## config.mk

```make
export PLATFORM = sky130hd
export DESIGN_NAME = branch_cond_unit
export DESIGN_NICKNAME = d
export VERILOG_FILES = /design/src/rtl/brc_pkg.sv /design/src/rtl/brc_relations.sv /design/src/rtl/brc_select.sv /design/src/rtl/brc_sample_reg.sv /design/src/rtl/branch_cond_unit.sv
export SDC_FILE = /design/constraint.sdc
export NUM_CORES = 1
export LEC_CHECK = 0
export ABC_AREA = 1
export BUFFER_PORTS_ARGS = -buffer_cell sky130_fd_sc_hd__buf_2
export CAP_MARGIN = 25
export CORE_AREA = 4 4 41 43
export CTS_CLUSTER_SIZE = 16
export DETAILED_ROUTE_END_ITERATION = 8
export DIE_AREA = 0 0 45 47
export PLACE_DENSITY_LB_ADDON = 0.25
export SLEW_MARGIN = 10
export SYNTH_ARGS = -nofsm -noshare
export SYNTH_HDL_FRONTEND = slang
export SYNTH_SLANG_ARGS = --single-unit
```

## constraint.sdc

```tcl
create_clock -name clk -period 1.8 [get_ports clk]
set_input_delay 0.27 -clock clk [delete_from_list [all_inputs] [get_ports clk]]
set_output_delay 0.27 -clock clk [all_outputs]
set_load 0.01 [all_outputs]
```

## src/rtl/brc_pkg.sv

```systemverilog
// Package: shared types for the branch condition evaluator.
// Assumes: condition codes at or above CC_FIRST_UNDEF are reserved.
package brc_pkg;
    localparam int CODE_W = 4;

    typedef enum logic [CODE_W-1:0] {
        CC_EQ     = 4'd0,
        CC_NE     = 4'd1,
        CC_ULT    = 4'd2,
        CC_ULE    = 4'd3,
        CC_UGT    = 4'd4,
        CC_UGE    = 4'd5,
        CC_SLT    = 4'd6,
        CC_SLE    = 4'd7,
        CC_SGT    = 4'd8,
        CC_SGE    = 4'd9,
        CC_ALWAYS = 4'd10,
        CC_NEVER  = 4'd11
    } cc_e;

    localparam int CC_FIRST_UNDEF = 12;

    typedef struct packed {
        logic c;
        logic z;
        logic s;
        logic o;
    } flags_t;

    typedef struct packed {
        logic eq;   // operands equal
        logic ltu;  // unsigned strictly less
        logic leu;  // unsigned less or equal
        logic lts;  // signed strictly less
        logic les;  // signed less or equal
    } rel_t;
endpackage

```

## src/rtl/brc_relations.sv

```systemverilog
// Module: brc_relations
// Derives the base ordering relations from the compare flags.
// Assumes: the flags come from dest - src. The true sign of the
// difference is s ^ o, because overflow inverts the sign flag.
module brc_relations
    import brc_pkg::*;
(
    input  flags_t flg,
    output rel_t   rel
);
    logic true_neg;

    // Corrected sign of the difference, and the relations built from it.
    always_comb begin
        true_neg = flg.s ^ flg.o;
        rel.eq   = flg.z;
        rel.ltu  = flg.c;
        rel.leu  = flg.c | flg.z;
        rel.lts  = true_neg;
        rel.les  = true_neg | flg.z;
    end
endmodule

```

## src/rtl/brc_select.sv

```systemverilog
// Module: brc_select
// Picks one relation, or its complement, according to the condition code.
// Assumes: reserved codes must never branch, so they give 0.
module brc_select
    import brc_pkg::*;
#(
    parameter int CODE_W_P = CODE_W
) (
    input  rel_t                rel,
    input  logic [CODE_W_P-1:0] cc,
    output logic                taken
);
    // Decode the condition code onto the relation vector.
    always_comb begin
        case (cc)
            CC_EQ:     taken = rel.eq;
            CC_NE:     taken = ~rel.eq;
            CC_ULT:    taken = rel.ltu;
            CC_ULE:    taken = rel.leu;
            CC_UGT:    taken = ~rel.leu;
            CC_UGE:    taken = ~rel.ltu;
            CC_SLT:    taken = rel.lts;
            CC_SLE:    taken = rel.les;
            CC_SGT:    taken = ~rel.les;
            CC_SGE:    taken = ~rel.lts;
            CC_ALWAYS: taken = 1'b1;
            default:   taken = 1'b0;
        endcase
    end
endmodule

```

## src/rtl/brc_sample_reg.sv

```systemverilog
// Module: brc_sample_reg
// Captures the decision on a valid strobe and emits a one-cycle valid pulse.
// Assumes: synchronous active-low reset; the value holds while no strobe arrives.
module brc_sample_reg (
    input  logic clk,
    input  logic rst_n,
    input  logic d,
    input  logic load,
    output logic q,
    output logic q_vld
);
    // Register the decision when strobed, and pulse valid.
    always_ff @(posedge clk) begin
        if (!rst_n) begin
            q     <= 1'b0;
            q_vld <= 1'b0;
        end else begin
            if (load) q <= d;
            q_vld <= load;
        end
    end
endmodule

```

## src/rtl/branch_cond_unit.sv

```systemverilog
// Module: branch_cond_unit
// Top level of the branch condition evaluator: the combinational decision
// plus a registered copy that is sampled on sample_vld.
// Assumes: the flags are stable in the cycle the decision is needed.
module branch_cond_unit
    import brc_pkg::*;
#(
    parameter int CODE_W_P = CODE_W
) (
    input  logic                clk,
    input  logic                rst_n,
    input  logic                flag_c,
    input  logic                flag_z,
    input  logic                flag_s,
    input  logic                flag_o,
    input  logic [CODE_W_P-1:0] cond,
    input  logic                sample_vld,
    output logic                taken_comb,
    output logic                taken_q,
    output logic                taken_q_vld
);
    flags_t flg;
    rel_t   rel;

    // Bundle the flag pins into the shared struct.
    always_comb flg = '{c: flag_c, z: flag_z, s: flag_s, o: flag_o};

    brc_relations u_rel (
        .flg (flg),
        .rel (rel)
    );

    brc_select #(.CODE_W_P(CODE_W_P)) u_sel (
        .rel   (rel),
        .cc    (cond),
        .taken (taken_comb)
    );

    brc_sample_reg u_reg (
        .clk   (clk),
        .rst_n (rst_n),
        .d     (taken_comb),
        .load  (sample_vld),
        .q     (taken_q),
        .q_vld (taken_q_vld)
    );


    eq_ne_chk: assert property (@(posedge clk) disable iff (!rst_n)
        (cond == CC_EQ || cond == CC_NE) |-> (taken_comb == (flag_z ^ (cond == CC_NE))));

    ult_uge_chk: assert property (@(posedge clk) disable iff (!rst_n)
        (cond == CC_ULT || cond == CC_UGE) |-> (taken_comb == (flag_c ^ (cond == CC_UGE))));

    ule_ugt_chk: assert property (@(posedge clk) disable iff (!rst_n)
        (cond == CC_ULE || cond == CC_UGT) |-> (taken_comb == ((flag_c | flag_z) ^ (cond == CC_UGT))));

    slt_sge_chk: assert property (@(posedge clk) disable iff (!rst_n)
        (cond == CC_SLT || cond == CC_SGE) |-> (taken_comb == ((flag_s != flag_o) ^ (cond == CC_SGE))));

    sle_sgt_chk: assert property (@(posedge clk) disable iff (!rst_n)
        (cond == CC_SLE || cond == CC_SGT) |-> (taken_comb == (((flag_s != flag_o) | flag_z) ^ (cond == CC_SGT))));

    const_code_chk: assert property (@(posedge clk) disable iff (!rst_n)
        (cond == CC_ALWAYS || cond == CC_NEVER) |-> (taken_comb == (cond == CC_ALWAYS)));

    undef_code_chk: assert property (@(posedge clk) disable iff (!rst_n)
        (int'(cond) >= CC_FIRST_UNDEF) |-> !taken_comb);

    capture_chk: assert property (@(posedge clk) disable iff (!rst_n)
        sample_vld |=> (taken_q == $past(taken_comb)) && taken_q_vld);

    hold_chk: assert property (@(posedge clk) disable iff (!rst_n)
        !sample_vld |=> $stable(taken_q) && !taken_q_vld);
endmodule

```

==> flow_metrics.tcl <==
set metrics [dict create \
    nFillCells 161 \
    worstMarginPinSlew_ps 113 \
    fmax_ghz 0.835 \
    worstSetupEndpointType "output port" \
    critPathArrivalTime_ps 930 \
    critPathMaxFanout 2 \
    cts_buffer_depth 2 \
    peakVddDrop_uv 208 \
    yosysTopAreaCell "nand2_1" \
    yosysTopAreaCellShare 0.373 \
    wl_per_cell_um 7.16 \
    p_int_w 0.000145 \
    dpl.cell_count 70 \
    worst_hold_slack_ps 253 \
    power.leakage_nw 0.215 \
    power_frac_comb 0.274 \
    io_buffers 13 \
    syn_area_per_cell_um2 5.03 \
    drt_pre_antenna_iters 4 \
    finalClockSkew_ps 0 \
    cts_hold_buf 0 \
    antenna_cells 0 \
    pin_count 14 \
    ys_seq_area_frac 0.189 \
    report.final.hold_viol_count 0 \
    power.switching_w 0.0000558 \
    path_class "input pin to output port" \
    tns_ps 0 \
    rows 13 \
    vias 262 \
    yosysWarnings 0 \
    track_usage 0.0544 \
    cp.required_ps 1530 \
    synthTopCellsByCount "21 x nand2_1, 8 x inv_1, 4 x nand3_1" \
    h-tree-depth 1 \
    yosysMostFrequentCell "nand2_1" \
    synth-edff-count 0 \
    netlist_area_um2 211 \
    drtIter0Drc 7 \
    routed_via_density 3.59 \
    drt_drc_violations_left 0 \
    slew_headroom 0.925 \
    clkSlewWorstSetupHoldPaths_ps 30 \
    die_area_um2 2120 \
    num-nets-final 71 \
    fin_util 0.244 \
    yosys_register_bits 2 \
    cts-root-buf "clkbuf_4" \
    hold_class "input pin to flip-flop" \
    p_sw_frac 0.277 \
    clock_latency_ps 220 \
    maxSlewViolCount 0 \
    grt_pass1_wl_um 814 \
    fp.dieW_um 45 \
    cts_sinks 2 \
    cts_tree "done" \
    synth_area_leaders "nand2_1 37%, dfxtp_1 19%, inv_1 14%" \
    power.share.clock 0.483 \
    place_congestion 0.690 \
    fin_crit_ps 1200 \
    layout.cells.non_filler 73 \
    setup_ws_ps 603 \
    overflow 0 \
    postRouteAntennaNets 0 \
    post_cts_buffers 0 \
    grt_pass1_vias 221 \
    pwr-share-seq 0.243 \
    antenna_found_initial 0 \
    wl_um 523 \
    grt_start_max_net_pins 5 \
    startpoint_type "input pin" \
    synthFlopType "dfxtp_1" \
    max_cap_viol_count 0 \
    outcome "finished, final reports clean" \
    yosysUniqueCellTypes 9 \
    cts_resized 0 \
    core-area_um2 1300 \
    syn-num-nets 53 \
    layout-drive-gt1-share 0.345 \
    setup_violations 0 \
    ys_async_sr_fraction 0 \
    dp_slack_ps 602 \
    numCtsBuffers 3 \
    powerDensity_nw_per_um2 633 \
    initial_utilization 0.163 \
    syn2layout_area_growth_pct 50.3 \
    synthCells 42 \
    hpwlAfterDp_um 455 \
    die_h_um 47 \
    period_share 0.665 \
    rsz0062_at_grt "no" \
]
critical path: stages:
cell	delay, ps
buf_2	90
inv_1	60
nor2_4	70
nand2_1	50
a21oi_1	120
nand2_1	80
nand2_1	70
buf_2	120
registers in the layout (all words and copies together), names as in the netlist:
signal       flops
u_reg.q          1
u_reg.q_vld      1
power groups by stage:
stage                     sequential (W)  clock (W)  combinational [W]
after floorplan                0.0000507          0          0.0000290
after CTS                      0.0000489   0.000103          0.0000557
after global placement         0.0000493          0          0.0000560
after detailed placement       0.0000494          0          0.0000555
final                          0.0000488  0.0000972          0.0000551
after global routing           0.0000490   0.000113          0.0000631
worst paths after layout:
check / start / endpoint / slack [ps] / cells after the start
max: cond[2] / taken_comb / 600 / 8
min: rst_n / u_reg.q_vld / 250 / 3
max reg2reg: u_reg.q / u_reg.q / 1120 / 3
min reg2reg: u_reg.q / u_reg.q / 570 / 3
layer usage:
layer / part of all wire / vias to the layer above / track usage
met5: 0 / - / 0
met2: 0.46 / 7 / 0.0763
met3: 0.071 / 0 / 0.0230
li1: - / 156 / -
met1: 0.47 / 99 / 0.0679
met4: 0 / 0 / 0.0351
layout make-up:
type / count / area [um2] / share of cell area
clock buffers: 3 / 22.5 / 0.0709
inverters: 10 / 37.5 / 0.118
multi-input cells: 30 / 134 / 0.421
flip-flops and latches: 2 / 40.0 / 0.126
well taps: 15 / 18.8 / 0.0591
repair buffers: 13 / 65.1 / 0.205
cell families (layout without fill, tap and decap cells):
family,after synthesis,in the layout,synth area share
AOI/OAI and AO/OA,3,3,0.0829
DFF,2,2,0.189
and+or+nand+nor,27,27,0.550
buffers and inverters,10,26,0.178
cell usage in the layout, fill, tap and decap left out:
master	synthesis	final
nand2_1	21	21
buf_2	0	13
inv_1	8	8
nand3_1	4	4
clkbuf_4	0	3
inv_2	2	2
a21oi_1	2	2
dfxtp_1	2	2
nand2_2	1	1
nor2_4	1	1
o21a_1	1	1
per-stage QoR:
step | cell area (um2) | total power (W)
after floorplan | 211 | 0.0000798
after global placement | 295 | 0.000105
after detailed placement | 295 | 0.000105
after CTS | 318 | 0.000208
after global routing | 318 | 0.000225
final | 318 | 0.000201
No activity file was read; power rests on OpenSTA's default activity.
